`src/rtl/xcvr_pkg.sv`:
```
package xcvr_pkg;

  // Strobes sent from the control decode to the datapath of one section.
  typedef struct packed {
    logic driveA;
    logic driveB;
    logic drivePar;
    logic driveOk;
    logic oddSense;
  } xcvr_strobe_t;

  // Reduction of a byte-wide (or wider) vector to its ones-count parity.
  function automatic logic oddOnes(input logic [63:0] v, input int width);
    logic acc;
    acc = 1'b0;
    for (int i = 0; i < 64; i++) begin
      if (i < width) acc = acc ^ v[i];
    end
    return acc;
  endfunction

endpackage

```
`src/rtl/xcvr_ctrl.sv`:
```
module xcvr_ctrl
  import xcvr_pkg::*;
(
  input  logic         txMode,
  input  logic         offReq,
  input  logic         oddReq,
  output xcvr_strobe_t strobe
);

  logic liveSec;

  always_comb begin
    liveSec         = ~offReq;
    strobe.driveB   = liveSec & txMode;
    strobe.driveA   = liveSec & ~txMode;
    strobe.drivePar = liveSec & txMode;
    strobe.driveOk  = liveSec & ~txMode;
    strobe.oddSense = oddReq;
  end

endmodule

```
`src/rtl/xcvr_lane.sv`:
```
module xcvr_lane
  import xcvr_pkg::*;
#(
  parameter int WIDTH = 8
) (
  input  xcvr_strobe_t     strobe,
  input  logic [WIDTH-1:0] aIn,
  input  logic [WIDTH-1:0] bIn,
  input  logic             parIn,
  output logic [WIDTH-1:0] aOut,
  output logic [WIDTH-1:0] bOut,
  output logic             parOut,
  output logic             okOut,
  output logic             aDrv,
  output logic             bDrv,
  output logic             parDrv,
  output logic             okDrv
);

  localparam int PadW = 64;

  logic aOdd;
  logic bOdd;
  logic [PadW-1:0] aWide;
  logic [PadW-1:0] bWide;

  always_comb begin
    aWide = '0;
    bWide = '0;
    aWide[WIDTH-1:0] = aIn;
    bWide[WIDTH-1:0] = bIn;
    aOdd = oddOnes(aWide, WIDTH);
    bOdd = oddOnes(bWide, WIDTH);
  end

  // Straight, non-inverting byte paths in both directions.
  assign bOut = aIn;
  assign aOut = bIn;

  // Generated bit brings the total count to the selected sense.
  assign parOut = aOdd ^ strobe.oddSense;

  // Received total count compared with the selected sense.
  assign okOut = (bOdd ^ parIn) == strobe.oddSense;

  assign aDrv   = strobe.driveA;
  assign bDrv   = strobe.driveB;
  assign parDrv = strobe.drivePar;
  assign okDrv  = strobe.driveOk;

endmodule

```
`src/rtl/parity_xcvr.sv`:
```
module parity_xcvr
  import xcvr_pkg::*;
#(
  parameter int SECTIONS = 2,
  parameter int WIDTH    = 8
) (
  input  logic [SECTIONS-1:0]       secTx,
  input  logic [SECTIONS-1:0]       secOff,
  input  logic [SECTIONS-1:0]       secOdd,
  input  logic [SECTIONS*WIDTH-1:0] aIn,
  output logic [SECTIONS*WIDTH-1:0] aOut,
  output logic [SECTIONS-1:0]       aDrv,
  input  logic [SECTIONS*WIDTH-1:0] bIn,
  output logic [SECTIONS*WIDTH-1:0] bOut,
  output logic [SECTIONS-1:0]       bDrv,
  input  logic [SECTIONS-1:0]       parIn,
  output logic [SECTIONS-1:0]       parOut,
  output logic [SECTIONS-1:0]       parDrv,
  output logic [SECTIONS-1:0]       okOut,
  output logic [SECTIONS-1:0]       okDrv
);

  for (genvar s = 0; s < SECTIONS; s++) begin : g_sec
    xcvr_strobe_t strobe;

    xcvr_ctrl u_ctrl (
      .txMode (secTx[s]),
      .offReq (secOff[s]),
      .oddReq (secOdd[s]),
      .strobe (strobe)
    );

    xcvr_lane #(.WIDTH(WIDTH)) u_lane (
      .strobe (strobe),
      .aIn    (aIn[s*WIDTH +: WIDTH]),
      .bIn    (bIn[s*WIDTH +: WIDTH]),
      .parIn  (parIn[s]),
      .aOut   (aOut[s*WIDTH +: WIDTH]),
      .bOut   (bOut[s*WIDTH +: WIDTH]),
      .parOut (parOut[s]),
      .okOut  (okOut[s]),
      .aDrv   (aDrv[s]),
      .bDrv   (bDrv[s]),
      .parDrv (parDrv[s]),
      .okDrv  (okDrv[s])
    );
  end

endmodule

```
`config.mk`:
```
export PLATFORM = sky130hd
export DESIGN_NAME = parity_xcvr
export DESIGN_NICKNAME = d
export VERILOG_FILES = /design/src/rtl/xcvr_pkg.sv /design/src/rtl/xcvr_ctrl.sv /design/src/rtl/xcvr_lane.sv /design/src/rtl/parity_xcvr.sv
export SDC_FILE = /design/constraint.sdc
export NUM_CORES = 1
export LEC_CHECK = 0
export ABC_AREA = 1
export BUFFER_PORTS_ARGS = -buffer_cell sky130_fd_sc_hd__buf_2
export CAP_MARGIN = 5
export CORE_MARGIN = 5
export CORE_UTILIZATION = 35
export DETAILED_ROUTE_END_ITERATION = 10
export PLACE_DENSITY_LB_ADDON = 0.3
export SYNTH_ARGS = -nofsm -noshare
export SYNTH_HDL_FRONTEND = slang
export SYNTH_SLANG_ARGS = --single-unit
```
`constraint.sdc`:
```
create_clock -name vclk -period 0.8
set_input_delay 0.04 -clock vclk [all_inputs]
set_output_delay 0.04 -clock vclk [all_outputs]
set_load 0.05 [all_outputs]
```
==> metrics.yaml <==
global_route:
  grt_max_degree: 5
  grt_util_all_layers_pct: 10.02
  grt_pass1_wl_um: 3601
  first_global_vias: 958
  overflow: 0
  antenna_found_initial: 0
placed_design:
  hpwl_um: 1792
  io_buffers: 84
  dpl-instance-area_um2: 1100
  gp_congestion: 0.7066
  dp_cells: 257
  pre_cts_slack_ns: -0.1750
synth:
  synth.avg_cell_area_um2: 5.195
  synth_top_cell_by_area: "buf_4"
  synth_seq_area_share_pct: 0
  synth.most_common_cell: "nand2_1"
  syn_nets: 224
  synth_common_cells: "68 x nand2_1, 44 x buf_4, 28 x inv_1, 14 x nand3_1, 11 x nor2_1"
  synth_fa_ha_area_share_pct: 0
  synth_mux_area_share_pct: 0
  ys_warn_count: 0
  synth_top_family_by_area: "buffers and inverters"
  synthCells: 184
  synth_top_area_share_pct: 34.55
  synth_area_um2: 955.9
  synth-xor-area-share_pct: 14.66
  synth-simple-area-share_pct: 39.01
  synth.distinct_cells: 9
  synth_area_leaders: "buf_4 35%, nand2_1 27%, inv_1 11%, nand3_1 7.3%, xnor2_1 7.3%"
  synth_compound_area_share_pct: 0
finish:
  n_sequential_cell: 0
  multi_input_area_um2: 688.2
  stdcell_area_um2: 1494
  regArea_um2: 0
  nFillCells: 277
  final_cells: 257
  layout-drive-gt1-share_pct: 63.72
  area_growth_pct: 56.28
  clkbuf_count: 0
  nets: 268
  antenna_cells: 0
pwr:
  finalPower_uw: 1486
  ir_drop_mv: 0.6075
  total_leakage_power_uw: 0.0009247
  power.density_nw_per_um2: 995.0
critical_path:
  endpoint: "parOut[1]"
  arrival_ns: 0.88
  slowest_stage: "buf_8"
  criticalPathCategory: "in -> out"
  required_ns: 0.76
  critPathLaunchType: "input port"
  path_common_cell: "nand2_2"
  cpPeakStageDelay_ns: 0.14
  crit_cells: 11
  path_buf_inv: 3
  crit_path_end_kind: "primary output"
  crit_chain: "buf_12 -> inv_8 -> nand2_2 -> nand2_2 -> nand2_4 -> nand2_2 -> nand2_2 -> nand2_2 -> nand2_2 -> nand2_2 -> buf_8"
  cp_top_family: "simple AND/OR/NAND/NOR gates"
  setup.worst_path.start: "secOdd[1]"
  crit_fanout: 4
timing:
  worstMarginPinSlew_ns: 0.2599
  fmax_mhz: 1090
  drv_slew: 0
  tns_ns: -0.2437
  hold_viol_final: 0
  period_needed_ns: 0.9177
  period_share_pct: 114.7
  grt_setup_unrepaired: "true"
  max-slew-margin-rel_pct: 82.79
  setup_viol: 4
  fin_ws_ns: -0.1177
routing:
  drc: 0
  viasPerCell: 4.160
  wl_um: 2334
  antenna_left: 0
  vias: 1069
  routedWlPerCell_um: 9.082
  first_iter_violations: 7
  firstDrtPassIters: 4
run_status:
  status: "finished with violations"
  violations: "negative setup slack"
hold_path:
  hold_class: "in -> out"
clock_network:
  cts_hold_buffers: 0
  post-cts-setup-buffer-count: 0
floorplanning:
  coreArea_um2: 2686
  dieWidth_um: 62.26
  die_area_um2: 3876
  design.portCount: 84
  start_util_pct: 35.58
  row_count: 19
  fp.dieH_um: 62.26
job:
  max_cap_violations: 0
-- layout by cell type, fill, tap and decap left out, drive strengths merged --
| master | synthesis | final |
|---|---|---|
| nor2 | 11 | 11 |
| inv | 30 | 30 |
| nand2 | 69 | 69 |
| nand3 | 14 | 14 |
| xnor2 | 8 | 8 |
| xor2 | 8 | 8 |
| buf | 44 | 86 |
-- how the worst min path moves through the flow --
| stage | startpoint | end | slack [ns] | cells past startpoint |
|---|---|---|---|---|
| 2_1_floorplan | bIn[0] | aOut[0] | 0.25 | 1 |
| 3_3_place_gp | bIn[8] | aOut[8] | 0.39 | 2 |
| 3_5_place_dp | bIn[15] | aOut[15] | 0.39 | 2 |
| 4_1_cts | bIn[8] | aOut[8] | 0.38 | 2 |
| 5_1_grt | bIn[0] | aOut[0] | 0.38 | 2 |
| 6_report | bIn[8] | aOut[8] | 0.38 | 2 |
-- layer usage --
| layer | vias to the layer above | routed length (um) | global-route usage [%] |
|---|---|---|---|
| met2 | 40 | 1336 | 19.95 |
| li1 | 581 | - | - |
| met5 | - | 0 | 0 |
| met3 | 0 | 172 | 2.162 |
| met1 | 448 | 825 | 11.31 |
| met4 | 0 | 0 | 0 |
-- logic make-up after synthesis --
| group | count (synthesis) |
|---|---|
| buf+inv | 74 |
| xor+xnor | 16 |
| simple gates | 94 |
-- repair_timing --
action	in CTS	in global routing
pin swaps	26	36
gates resized for setup	50	74
endpoints found under the setup margin	4	4
-- per-stage QoR --
stage / util, % / hold slack [ns]
after CTS: 46.76 / 0.3767
after floorplan: - / 0.2471
after global routing: 55.61 / 0.3835
after global placement: 40.94 / 0.3920
after detailed placement: 40.94 / 0.3934
final: 55.61 / 0.3787
-- cell type report --
cell class | count | share of cell area [%]
inverters | 30 | 8.878
multi-input cells | 110 | 46.06
well taps | 31 | 2.596
repair buffers | 86 | 42.46
-- where the power goes --
| part | internal, uW | leakage, uW | switching (uW) | total [uW] |
|---|---|---|---|---|
| Sequential | 0 | 0 | 0 | 0 |
| Combinational | 526 | 0.000925 | 961 | 1490 |
| Clock | 0 | 0 | 0 | 0 |
| Total | 526 | 0.000925 | 961 | 1490 |
No activity file was read; power rests on OpenSTA's default activity.
